`src/rtl/stg_pkg.sv`:
```
// Shared constants and types for the scan timing generator.
// Assumes a 32-bit register word and 16-bit counters (fixed by the packing).
package stg_pkg;
    localparam int CNT_W   = 16;
    localparam int CTL_W   = 4;

    // Word indices (byte address bits 4:2)
    localparam logic [2:0] IDX_CTRL = 3'd0;
    localparam logic [2:0] IDX_STAT = 3'd1;
    localparam logic [2:0] IDX_HTIM = 3'd2;
    localparam logic [2:0] IDX_VTIM = 3'd3;
    localparam logic [2:0] IDX_TOT  = 3'd4;
    localparam logic [2:0] IDX_BASA = 3'd5;
    localparam logic [2:0] IDX_BASB = 3'd6;

    // Control bit positions
    localparam int CTL_RUN  = 0;
    localparam int CTL_FLIP = 1;
    localparam int CTL_HPOL = 2;
    localparam int CTL_VPOL = 3;

    // One axis: sync, back porch and visible length, each stored minus one
    typedef struct packed {
        logic [7:0]       sync;
        logic [7:0]       dly;
        logic [CNT_W-1:0] vis;
    } axis_t;
endpackage

```
`src/rtl/stg_regs.sv`:
```
// Register file: control, sticky status, timing words and two base addresses.
// Assumes single-word writes with the byte address word-aligned; reads are combinational.
module stg_regs
    import stg_pkg::*;
#(
    parameter int BASE_W = 32
) (
    input  logic              clk,
    input  logic              rst_n,
    input  logic [4:0]        addr,
    input  logic [31:0]       wdata,
    input  logic              we,
    input  logic              frame_end,
    input  logic              sel,
    output logic [31:0]       rdata,
    output logic [CTL_W-1:0]  ctrl,
    output logic [31:0]       htim,
    output logic [31:0]       vtim,
    output logic [31:0]       tot,
    output logic [BASE_W-1:0] base_a,
    output logic [BASE_W-1:0] base_b
);
    logic       eof_flag;
    logic       wr_ok;
    logic [2:0] idx;

    assign idx   = addr[4:2];
    assign wr_ok = we && (addr[1:0] == 2'b00);

    // Write path for the plain storage words
    always_ff @(posedge clk) begin
        if (!rst_n) begin
            ctrl   <= '0;
            htim   <= '0;
            vtim   <= '0;
            tot    <= '0;
            base_a <= '0;
            base_b <= '0;
        end else if (wr_ok) begin
            case (idx)
                IDX_CTRL: ctrl   <= wdata[CTL_W-1:0];
                IDX_HTIM: htim   <= wdata;
                IDX_VTIM: vtim   <= wdata;
                IDX_TOT:  tot    <= wdata;
                IDX_BASA: base_a <= wdata[BASE_W-1:0];
                IDX_BASB: base_b <= wdata[BASE_W-1:0];
                default: ;
            endcase
        end
    end

    // Sticky end-of-frame flag: set wins over a write-one clear
    always_ff @(posedge clk) begin
        if (!rst_n)
            eof_flag <= 1'b0;
        else if (frame_end)
            eof_flag <= 1'b1;
        else if (wr_ok && idx == IDX_STAT && wdata[0])
            eof_flag <= 1'b0;
    end

    // Read mux
    always_comb begin
        case (idx)
            IDX_CTRL: rdata = 32'(ctrl);
            IDX_STAT: rdata = {30'd0, sel, eof_flag};
            IDX_HTIM: rdata = htim;
            IDX_VTIM: rdata = vtim;
            IDX_TOT:  rdata = tot;
            IDX_BASA: rdata = 32'(base_a);
            IDX_BASB: rdata = 32'(base_b);
            default:  rdata = '0;
        endcase
    end

    a_r7_eof_sets: assert property (@(posedge clk) disable iff (!rst_n)
        frame_end |=> eof_flag);
    a_r7_w1c_clears: assert property (@(posedge clk) disable iff (!rst_n)
        (wr_ok && idx == IDX_STAT && wdata[0] && !frame_end) |=> !eof_flag);
endmodule

```
`src/rtl/stg_axis.sv`:
```
// Phase decoder for one axis: sync window and visible window from a counter.
// Assumes fields hold length minus one; purely combinational.
module stg_axis
    import stg_pkg::*;
(
    input  logic [CNT_W-1:0] cnt,
    input  axis_t            cfg,
    output logic             in_sync,
    output logic             in_gate
);
    localparam int EW = CNT_W + 2;
    logic [EW-1:0] cnt_x;
    logic [EW-1:0] first_px;
    logic [EW-1:0] last_px;

    // Window edges in widened arithmetic so no sum can wrap
    always_comb begin
        cnt_x    = EW'(cnt);
        first_px = EW'(cfg.sync) + EW'(cfg.dly) + EW'(2);
        last_px  = first_px + EW'(cfg.vis);
        in_sync  = cnt_x <= EW'(cfg.sync);
        in_gate  = (cnt_x >= first_px) && (cnt_x <= last_px);
    end
endmodule

```
`src/rtl/stg_scan.sv`:
```
// Pixel/line counters, per-frame shadow copies of the timing words, buffer select.
// Assumes totals of at least 2; live words are copied while stopped and at each frame wrap.
module stg_scan
    import stg_pkg::*;
(
    input  logic             clk,
    input  logic             rst_n,
    input  logic             run,
    input  logic             flip,
    input  logic [31:0]      htim,
    input  logic [31:0]      vtim,
    input  logic [31:0]      tot,
    output logic [CNT_W-1:0] hcnt,
    output logic [CNT_W-1:0] vcnt,
    output axis_t            h_cfg,
    output axis_t            v_cfg,
    output logic             frame_end,
    output logic             sel
);
    logic [31:0]      htim_sh;
    logic [31:0]      vtim_sh;
    logic [31:0]      tot_sh;
    logic [CNT_W-1:0] htot;
    logic [CNT_W-1:0] vtot;
    logic             h_last;
    logic             v_last;

    assign htot      = tot_sh[31:16];
    assign vtot      = tot_sh[15:0];
    assign h_last    = hcnt == htot - 1'b1;
    assign v_last    = vcnt == vtot - 1'b1;
    assign frame_end = run && h_last && v_last;
    assign h_cfg     = axis_t'(htim_sh);
    assign v_cfg     = axis_t'(vtim_sh);

    // Raster walk, shadow reload at frame start, page toggle at frame wrap
    always_ff @(posedge clk) begin
        if (!rst_n) begin
            hcnt    <= '0;
            vcnt    <= '0;
            sel     <= 1'b0;
            htim_sh <= '0;
            vtim_sh <= '0;
            tot_sh  <= '0;
        end else if (!run) begin
            hcnt    <= '0;
            vcnt    <= '0;
            sel     <= 1'b0;
            htim_sh <= htim;
            vtim_sh <= vtim;
            tot_sh  <= tot;
        end else if (h_last) begin
            hcnt <= '0;
            if (v_last) begin
                vcnt    <= '0;
                sel     <= sel ^ flip;
                htim_sh <= htim;
                vtim_sh <= vtim;
                tot_sh  <= tot;
            end else begin
                vcnt <= vcnt + 1'b1;
            end
        end else begin
            hcnt <= hcnt + 1'b1;
        end
    end

    a_r2_h_in_range: assert property (@(posedge clk) disable iff (!rst_n)
        (run && htot != '0) |-> (hcnt < htot));
    a_r5_idle_zero: assert property (@(posedge clk) disable iff (!rst_n)
        !run |=> (hcnt == '0 && vcnt == '0));
    a_r6_single_pulse: assert property (@(posedge clk) disable iff (!rst_n)
        (frame_end && htot > 16'd1) |=> !frame_end);
    a_r8_sel_at_wrap: assert property (@(posedge clk) disable iff (!rst_n)
        (sel != $past(sel)) |-> ($past(frame_end) || !$past(run)));
endmodule

```
`src/rtl/scan_timing_gen.sv`:
```
// Top: register file, raster counters and two axis decoders driving the pins.
// Assumes software stops the core before changing polarity if glitch-free pins matter.
module scan_timing_gen
    import stg_pkg::*;
#(
    parameter int BASE_W = 32
) (
    input  logic              clk,
    input  logic              rst_n,
    input  logic [4:0]        reg_addr,
    input  logic [31:0]       reg_wdata,
    input  logic              reg_we,
    output logic [31:0]       reg_rdata,
    output logic              hsync_o,
    output logic              vsync_o,
    output logic              video_active,
    output logic [CNT_W-1:0]  pix_x,
    output logic [CNT_W-1:0]  line_y,
    output logic              frame_end,
    output logic [BASE_W-1:0] fb_base
);
    logic [CTL_W-1:0]  ctrl;
    logic [31:0]       htim, vtim, tot;
    logic [BASE_W-1:0] base_a, base_b;
    logic              run, sel;
    axis_t             ax_cfg  [2];
    logic [CNT_W-1:0]  ax_cnt  [2];
    logic              ax_sync [2];
    logic              ax_gate [2];

    assign run = ctrl[CTL_RUN];

    stg_regs #(.BASE_W(BASE_W)) u_regs (
        .clk(clk), .rst_n(rst_n), .addr(reg_addr), .wdata(reg_wdata), .we(reg_we),
        .frame_end(frame_end), .sel(sel), .rdata(reg_rdata), .ctrl(ctrl),
        .htim(htim), .vtim(vtim), .tot(tot), .base_a(base_a), .base_b(base_b)
    );

    stg_scan u_scan (
        .clk(clk), .rst_n(rst_n), .run(run), .flip(ctrl[CTL_FLIP]),
        .htim(htim), .vtim(vtim), .tot(tot), .hcnt(pix_x), .vcnt(line_y),
        .h_cfg(ax_cfg[0]), .v_cfg(ax_cfg[1]), .frame_end(frame_end), .sel(sel)
    );

    assign ax_cnt[0] = pix_x;
    assign ax_cnt[1] = line_y;

    // One decoder per axis
    for (genvar g = 0; g < 2; g++) begin : g_axis
        stg_axis u_axis (
            .cnt(ax_cnt[g]), .cfg(ax_cfg[g]),
            .in_sync(ax_sync[g]), .in_gate(ax_gate[g])
        );
    end

    // Pin levels: polarity applied, idle level when stopped
    always_comb begin
        hsync_o      = run ? (ax_sync[0] ~^ ctrl[CTL_HPOL]) : !ctrl[CTL_HPOL];
        vsync_o      = run ? (ax_sync[1] ~^ ctrl[CTL_VPOL]) : !ctrl[CTL_VPOL];
        video_active = run && ax_gate[0] && ax_gate[1];
        fb_base      = (run && sel) ? base_b : base_a;
    end

    a_r3_hsync_gate_apart: assert property (@(posedge clk) disable iff (!rst_n)
        !(ax_sync[0] && ax_gate[0]));
    a_r4_gate_needs_run: assert property (@(posedge clk) disable iff (!rst_n)
        video_active |-> run);
    a_r5_stopped_pins_idle: assert property (@(posedge clk) disable iff (!rst_n)
        !run |-> (hsync_o != ctrl[CTL_HPOL] && !video_active && !frame_end));
endmodule

```
`config.mk`:
```
export PLATFORM = sky130hd
export DESIGN_NAME = scan_timing_gen
export DESIGN_NICKNAME = d
export VERILOG_FILES = /design/src/rtl/stg_pkg.sv /design/src/rtl/stg_regs.sv /design/src/rtl/stg_axis.sv /design/src/rtl/stg_scan.sv /design/src/rtl/scan_timing_gen.sv
export SDC_FILE = /design/constraint.sdc
export NUM_CORES = 1
export LEC_CHECK = 0
export ABC_AREA = 1
export BUFFER_PORTS_ARGS = -buffer_cell sky130_fd_sc_hd__buf_2
export CORE_MARGIN = 2
export CORE_UTILIZATION = 54
export DETAILED_ROUTE_END_ITERATION = 8
export HOLD_SLACK_MARGIN = 0.1
export PLACE_DENSITY = 0.7
export SYNTH_ARGS = -nofsm -noshare
export SYNTH_HDL_FRONTEND = slang
export SYNTH_SLANG_ARGS = --single-unit
```
`constraint.sdc`:
```
create_clock -name clk -period 9 [get_ports clk]
set_input_delay 2.7 -clock clk [delete_from_list [all_inputs] [get_ports clk]]
set_output_delay 2.7 -clock clk [all_outputs]
set_load 0.1 [all_outputs]
```
== After elaboration in Yosys (flattened, before gate mapping) ==
Cells that the tools add are included.
W data, S select, Z words.
Storage, ports and cells
  register bits: 294
  output and inout port bits: 100
  word-level logic and storage cells: 85
Operators by class
  add/subtract/negate cells: 10
  order comparisons: 6
  eq/ne operators: 10
  mux-type cells: 16
  bitwise operators: 5
  reductions and logical operators: 25
Operator list (number)
  $mux W32: 10
  $pmux W32 S7: 1
  $add A18 B16 Y18: 2
  $add A18 B2 Y18 const B: 2
  $ge A16 B18 Y1: 2
  $le A16 B18 Y1: 2
  $add A16 B1 Y16 const B: 2
  $eq A16 B16 Y1: 2
  $le A16 B8 Y1: 2
  $sub A16 B1 Y16 const B: 2
  $add A8 B8 Y9: 2
  $reduce_and A2 Y1: 9
  $mux W16: 1
  $logic_and A1 B1 Y1: 10
  $eq A3 B3 Y1 const B: 3
  $eq A3 B2 Y1 const B: 2
  $mux W1: 4
  $ne A2 B1 Y1 const B: 2
  $eq A3 B1 Y1 const B: 1
  $logic_not A3 Y1: 1
  $reduce_or A3 Y1: 1
  $logic_not A1 Y1: 2
  $logic_not A2 Y1: 1
  $not A1 Y1: 2
  3 further kinds: 4

== Depth between registers and ports, before layout ==
Gate-level depths: netlist of run 1.
  depth after elaboration: 7
  gate-level depth with buffers: 32
  mapped depth without buffers: 32

== Hierarchy ==
Synthesis of run 1 repeated with hierarchy kept, for this count alone.
Unflattened totals
  cells, all modules: 2853
  area total of the unflattened synthesis: 18830.6 um^2
By module, submodules not included
  stg_scan: instances 1, cells each 1216, area each 7672.4 um^2, seq. area each 2582.5 um^2
  stg_regs: instances 1, cells each 958, area each 6807.8 um^2, seq. area each 3303.2 um^2
  stg_axis (g_axis[0].u_axis): instances 1, cells each 286, area each 1925.6 um^2, seq. area each 0.0 um^2
  stg_axis (g_axis[1].u_axis): instances 1, cells each 272, area each 1880.6 um^2, seq. area each 0.0 um^2
  scan_timing_gen: instances 1, cells each 121, area each 544.3 um^2, seq. area each 0.0 um^2

== Worst setup path before layout of run 1 ==
No wires, ideal clock.
  path type: register -> output
  from: register u_scan.htim_sh[24] (netlist: u_scan.h_cfg[24])
  to: output port video_active
  data arrival time: 5.249 ns
  data required time: 6.300 ns
  path slack: 1.051 ns
  cell stages (with the launch flop): 28
  buffers on the path: 0
  cell sequence: dfxtp_1 -> ha_1 -> inv_1 -> fa_1 -> o21ai_0 -> a21oi_1 -> o21bai_1 -> xor2_1 -> inv_1 -> nand3_1 -> xor2_1 -> inv_1 -> ha_1 -> a21oi_1 -> o21ai_0 -> a21boi_0 -> nor2_1 -> xor2_1 -> ha_1 -> nand2_1 -> nor2_1 -> a211oi_1 -> nand2_1 -> nand2_1 -> nand2_1 -> nand2_1 -> nand3_1 -> nor2_1
Between the ends
  word-level cells in the longest chain between the ends: 7
Ends and longest elaborated chain
  start, declared: RTL line stg_scan.sv:20  | logic [31:0] htim_sh;
  start signal, assigned: RTL line stg_scan.sv:49  | htim_sh <= htim;
  start signal, assigned: RTL line stg_scan.sv:57  | htim_sh <= htim;
  $add A8 B8 Y9 *: RTL line stg_axis.sv:19  | first_px = EW'(cfg.sync) + EW'(cfg.dly) + EW'(2);
  $add A18 B2 Y18 *: RTL line stg_axis.sv:19
  $add A18 B16 Y18: RTL line stg_axis.sv:20  | last_px = first_px + EW'(cfg.vis);
  $le A16 B18 Y1: RTL line stg_axis.sv:22  | in_gate = (cnt_x >= first_px) && (cnt_x <= last_px);
  $logic_and A1 B1 Y1 *: RTL line stg_axis.sv:22
  $logic_and A1 B1 Y1 * (2 in a row): RTL line scan_timing_gen.sv:60  | video_active = run && ax_gate[0] && ax_gate[1];
  end, declared: RTL line scan_timing_gen.sv:16  | output logic video_active,
Every way passes the cells marked *; elsewhere a longest branch is shown, timed or not.

== Worst setup path in the final report of run 1 ==
Same ends and word-level chain as after synthesis.

==> impl_results.md, run 1 <==
- Final cell count without fillers: 3259
- Ys Warns: 0
- Die area: 34900 µm²
- CTS Root Cell: clkbuf_16
- Clock Pin Slew Worst Setup and Hold Paths: 0.06 ns
- RSZ-0062 raised after global routing: no
- Simple-gate share of the synthesized area: 33.9%
- Tmin final: 8.34 ns
- Half-perimeter wire length after placement: 43100 µm
- TritonCTS clock tree: yes
- Run status: completed
- Slew headroom: 14.7%
- Yosys reg bits: 294
- Buffers and inverters on the worst path: 5
- TritonCTS Buffers: 35
- Hold path cells: 2
- Total gr overflow: 0
- Max FO, Critical Path: 4
- # hold bufs at CTS: 0
- Cells after Synth: 2715
- Remaining antenna violation count: 0
- First-pass GRT wire length: 91800 µm
- Post-Syn Area: 18100 µm²
- Fraction of layout instances using a drive strength above 1: 10.6%
- Area growth syn-to-layout: 11.8%
- Average size of a mapped cell: 6.65 µm²
- Tot GR Track Use: 32.8%
- Worst Hold Path EP: u_regs.base_b[17]
- Fin crit share: 92.7%
- Hold Crit Class: flip-flop to flip-flop
- Post-synth top flop: dfxtp_1
- Setup TNS: 0 ns
- Largest family of logic cells by synthesized area: simple AND/OR/NAND/NOR gates
- Ports: 140
- FF-to-FF End: u_scan.tot_sh[22]
- Sink Count: 294
- Max VDD drop: 0.166 mV
- Lkg Pwr: 9.08 nW
- Crit path capture type: output port
- Reg2reg setup slack: 5.25 ns
- Compound-cell area share of the yosys netlist: 12.1%
- Die extent in x: 187 µm
- Post-CTS Setup Inserts: 0
- Nets: 2947
- Synth Area in Adders: 8.13%
- Post-synth EDFFs: 0
- CORE AREA: 32700 µm²
- Post-Synth XOR/XNOR Area: 4.07%
- WP data arrival: 5.64 ns
- # setup viols final: 0
- Post-synth cell types: 49
- Worst Hold Launch: u_regs.base_b[17]
- PostCTS Resize Cnt: 0
- Sequential-to-total area share from yosys stat: 32.6%
- Async S/R FF share, synth: 0%
- Largest net degree at the start of global routing: 120
- CP Class: flip-flop to output port
- Initial antenna violation count: 0
- Mean number of vias per cell: 5.56
- DIE HEIGHT: 187 µm
- Clock skew: 0.0257 ns
- Slew @ Worst Pin: 1.28 ns
- Port bufs: 139
- Most used cell, CP: inv_1
- DR iter-0 viols: 1705
- Critical path depth: 27
- Rows: 66
- Post-synthesis mux area share: 0.686%
- Family with the most delay on the worst path: compound AO/OA/AOI/OAI gates
- Worst EP required: 6.30 ns
- Max Clk Rate: 0.120 GHz
- Length in cells of the worst reg-to-reg path: 17
- Slowest stage delay, CP: 0.46 ns
- DRC: 0
- Clock Tree Buf Depth: 3
- CP startpoint kind: flip-flop
- Slew Viols, Final: 0
- Initial Util: 55.2%
- Clk_lat worst skew: 0.54 ns
- Final wirelength: 58800 µm
- Syn nets: 2870
- Vias in the first global route: 16500
- Total power per unit cell area: 156 nW/µm²
- GP Congestion: 0.916
- Routed len/inst: 18.0 µm
- Max cap viols: 0
- Post-Place Cells: 3197
- CP max stage cell: buf_2
- FF-to-FF Start: u_scan.tot_sh[16]
- Final Hold Viols: 0
- CTS H-Tree Depth: 2
- Vias: 18100
- N_diodes: 0
- First drt pass iteration count: 5
==> how the worst max path moves through the flow <==
stage,from,end
final,u_scan.h_cfg[24],video_active
after global routing,u_scan.h_cfg[24],video_active
after CTS,u_scan.h_cfg[24],video_active
after detailed placement,u_scan.h_cfg[24],video_active
after global placement,u_scan.h_cfg[24],video_active
after floorplan,u_scan.h_cfg[24],video_active
==> routing by layer <==
layer,part of all wire (%),track usage (%)
met1,46,47.3
met2,44,51.4
met3,8.3,4.63
met4,2.2,8.00
met5,0,0
==> placed cells by master (no fill, tap or decap), drive strengths merged, types with 6 or more instances in the layout <==
cell,instances
xnor2,22
buf,158
nand4,36
nand3,199
or2,6
o2111ai,9
nand3b,14
a22oi,19
a21boi,7
ha,111
clkbuf,45
xor2,62
o21ai,218
mux2,11
o21bai,8
inv,277
clkinv,9
dfxtp,294
nor4,6
nor3,35
a21oi,96
nor2,606
a221o,9
nand2,518
==> logic make-up (layout without fill, tap and decap cells) <==
family | after synthesis | count (layout)
adders and majority gates | 115 | 115
buffers and inverters | 396 | 498
AOI/OAI and AO/OA | 389 | 389
xor gates and xnor gates | 84 | 84
muxes | 11 | 11
DFF | 294 | 294
and+or+nand+nor | 1426 | 1426
==> report_power, final <==
part | switching, W | internal (W)
registers | 0.0000183 | 0.00132
logic | 0.000222 | 0.0000906
clock network | 0.000592 | 0.000901
==> synthesized netlist by cell type (9+ instances only) <==
library cell	count	area (µm²)
xor2_1	62	543
inv_1	273	1020
mux2_2	11	124
dfxtp_1	294	5890
xnor2_1	22	193
a221o_1	9	90.1
o21ai_0	215	1080
o2111ai_1	9	78.8
nand4_1	36	225
nand3_2	43	430
nor2_1	597	2240
nor3_1	34	170
nand3_1	156	781
nand3b_1	14	105
a21oi_1	96	480
ha_1	111	1390
a22oi_1	19	143
nand2_1	514	1930
clkbuf_1	95	357
==> state kept, by name, indices dropped and copies added (netlist names) <==
signal	cells
u_scan.h_cfg	32
u_regs.ctrl	4
u_regs.vtim	32
u_regs.base_b	32
u_scan.hcnt	16
u_regs.base_a	32
u_scan.vcnt	16
u_regs.htim	32
u_scan.tot_sh	32
u_regs.eof_flag	1
u_scan.sel	1
u_regs.tot	32
u_scan.v_cfg	32
==> layout make-up <==
cell class | count | area (µm²)
clock buffer | 45 | 996
clock inverter | 17 | 213
fill | 3182 | 12500
inverter | 278 | 1040
multi-input combinational | 2025 | 10700
sequential | 294 | 5890
tap | 442 | 553
timing repair buffer | 158 | 845
==> metrics by stage <==
stage | setup slack [ns] | hold slack (ns) | cell area [µm²] | util (%) | total power (W)
detailed placement | 1.18 | 0.457 | 19000 | 58.1 | 0.00167
global route | 0.129 | 0.492 | 20200 | 61.8 | 0.00324
finish | 0.661 | 0.467 | 20200 | 61.8 | 0.00314
CTS | 0.632 | 0.466 | 20200 | 61.8 | 0.00315
global placement | 1.27 | 0.448 | 19000 | 58.1 | 0.00167
floorplan | 1.05 | 0.439 | 18100 | - | 0.00158
==> worst min-delay path, cell delays in order (launching register included) <==
cell and delay, ns:
dfxtp_1 0.31, inv_1 0.06, a21oi_1 0.05
No activity file was read; power rests on OpenSTA's default activity.
==> inputs of run 2 (changes only) <==
--- a/config.mk
+++ b/config.mk
@@ -9,6 +9,7 @@
 export BUFFER_PORTS_ARGS = -buffer_cell sky130_fd_sc_hd__buf_2
 export CORE_MARGIN = 2
 export CORE_UTILIZATION = 54
+export CTS_BUF_LIST = sky130_fd_sc_hd__clkbuf_4 sky130_fd_sc_hd__clkbuf_8
 export DETAILED_ROUTE_END_ITERATION = 8
 export HOLD_SLACK_MARGIN = 0.1
 export PLACE_DENSITY = 0.7
==> run 2 against run 1 <==
Hold slack worse by 0.0013 ns. Combinational power hardly changed. Register-to-register slack barely moved. Via count is 0.22% higher. Non-clock buffer count is the same. Wire length about the same. Final cell count grew 0.77%. Setup slack worse by 0.073 ns. Clock skew is 0.0018 ns higher.
==> impl_results.md, run 2 (same netlist as run 1, synthesis figures left out) <==
- Length in cells of the worst reg-to-reg path: 17
- FF-to-FF Start: u_scan.tot_sh[16]
- Tot GR Track Use: 32.9%
- Remaining antenna violation count: 0
- Tmin final: 8.41 ns
- DIE HEIGHT: 187 µm
- Setup TNS: 0 ns
- Critical Path End: video_active
- Half-perimeter wire length after placement: 43100 µm
- Clk_lat worst skew: 0.64 ns
- Final Hold Viols: 0
- Clock Tree Buf Depth: 3
- Multi-input logic area: 10700 µm²
- Crit path capture type: output port
- Vias: 18200
- Ports: 140
- FF-to-FF End: u_scan.tot_sh[22]
- CTS Root Cell: clkbuf_8
- Max FO, Critical Path: 4
- Reg area: 5890 µm²
- Port bufs: 139
- CTS H-Tree Depth: 2
- Routed len/inst: 17.9 µm
- Slew @ Worst Pin: 1.27 ns
- Rows: 66
- Most frequent cells in the layout: nor2_1 (597), nand2_1 (513), dfxtp_1 (293)
- Run status: completed
- CP startpoint kind: flip-flop
- Sink Count: 294
- Hold_ws: 0.466 ns
- WP data arrival: 5.71 ns
- TritonCTS clock tree: yes
- Pwr Total: 0.00297 W
- GP Congestion: 0.916
- Worst EP required: 6.30 ns
- Max cap viols: 0
- Crit path from: u_scan.h_cfg[24]
- TritonCTS Buffers: 52
- Total power per unit cell area: 148 nW/µm²
- Slew Viols, Final: 0
- Max VDD drop: 0.125 mV
- Total gr overflow: 0
- Largest net degree at the start of global routing: 120
- # setup viols final: 0
- CP Class: flip-flop to output port
- Die extent in x: 187 µm
- Final wirelength: 58800 µm
- Filler cell count: 3216
- Commonest non-fill, non-tap cell in the layout: nor2_1
- Vias in the first global route: 16600
- # hold bufs at CTS: 0
- PostCTS Resize Cnt: 0
- DRC: 0
- Die area: 34900 µm²
- Clock Pin Slew Worst Setup and Hold Paths: 0.06 ns
- Mean number of vias per cell: 5.53
- Lkg Pwr: 9.07 nW
- Clock skew: 0.0275 ns
- Nets: 2964
- Slew headroom: 15.0%
- N_diodes: 0
- Final design utilization: 61.4%
- Initial antenna violation count: 1
- RSZ-0062 raised after global routing: no
- CORE AREA: 32700 µm²
- First-pass GRT wire length: 91900 µm
- First drt pass iteration count: 6
- Initial Util: 55.2%
- Area growth syn-to-layout: 11.1%
- DR iter-0 viols: 1549
- Post-CTS Setup Inserts: 0
- Fraction of layout instances using a drive strength above 1: 11.5%
- Hold Crit Class: flip-flop to flip-flop
- Max Clk Rate: 0.119 GHz
- Reg2reg setup slack: 5.25 ns
- Fin crit share: 93.5%
==> run 2: cell count changes in the layout (fill, tap and decap cells not counted) <==
cell,change
bufinv_16,-2
clkbuf_1,-4
clkbuf_16,-37
clkbuf_4,+17
clkbuf_8,+57
clkinv_2,-2
clkinvlp_4,-4
inv_6,-1
inv_8,+1
==> run 2: worst min path at each step <==
stage	startpoint	end	slack, ns	cells past startpoint
after floorplan	u_regs.base_b[2]	u_regs.base_b[2]	0.44	2
after global placement	u_regs.base_b[20]	u_regs.base_b[20]	0.45	2
after detailed placement	u_regs.base_b[18]	u_regs.base_b[18]	0.46	2
after CTS	u_regs.base_b[18]	u_regs.base_b[18]	0.47	2
after global routing	u_regs.base_b[7]	u_regs.base_b[7]	0.49	2
final	u_regs.base_b[18]	u_regs.base_b[18]	0.47	2
==> run 2: critical path: stages, from the launching register on <==
cell and delay, ns:
dfxtp_1 0.35, ha_1 0.18, inv_1 0.06, fa_1 0.39
o21ai_0 0.29, a21oi_1 0.11, o21bai_1 0.22, xor2_1 0.20
inv_1 0.10, nand3_1 0.09, xor2_1 0.20, inv_1 0.06
ha_1 0.35, nand2_1 0.07, o21ai_0 0.36, a21boi_0 0.26
nor3_1 0.23, xor2_1 0.11, ha_1 0.28, nand2_1 0.05
inv_1 0.07, nand3_1 0.06, nor3_1 0.17, a211oi_1 0.06
nand2_1 0.08, nand3_1 0.06, nor2_1 0.16, buf_2 0.45
==> run 2: per-layer routing <==
metal	routed length [µm]	GRT usage, %	share of wire, %	up-vias
met4	1330	10.1	2.3	0
met5	0	0	0	-
met2	25600	50.7	43	738
met1	26900	47.0	46	8376
met3	4980	5.52	8.5	86
li1	-	-	-	8954
==> run 2: power breakdown <==
| part | internal [W] | leakage [nW] | switching [W] |
|---|---|---|---|
| Sequential | 0.00132 | 2.37 | 0.0000182 |
| Combinational | 0.0000906 | 6.12 | 0.000221 |
| Clock | 0.000741 | 0.574 | 0.000576 |
| Total | 0.00215 | 9.07 | 0.000815 |
==> run 2: final cells by class <==
class / count / area share (%)
Sequential cell: 294 / 29.3
Tap cell: 442 / 2.76
Clock buffer: 78 / 4.82
Multi-Input combinational cell: 2025 / 53.1
Inverter: 278 / 5.20
Clock inverter: 9 / 0.574
Timing Repair Buffer: 158 / 4.21
==> run 2: per-stage QoR <==
stage	area, µm²	setup slack [ns]	std cells
floorplan	18100	1.05	2715
CTS	20100	0.502	3284
global placement	19000	1.27	3197
global route	20100	0.0186	3284
finish	20100	0.588	3284
detailed placement	19000	1.18	3197
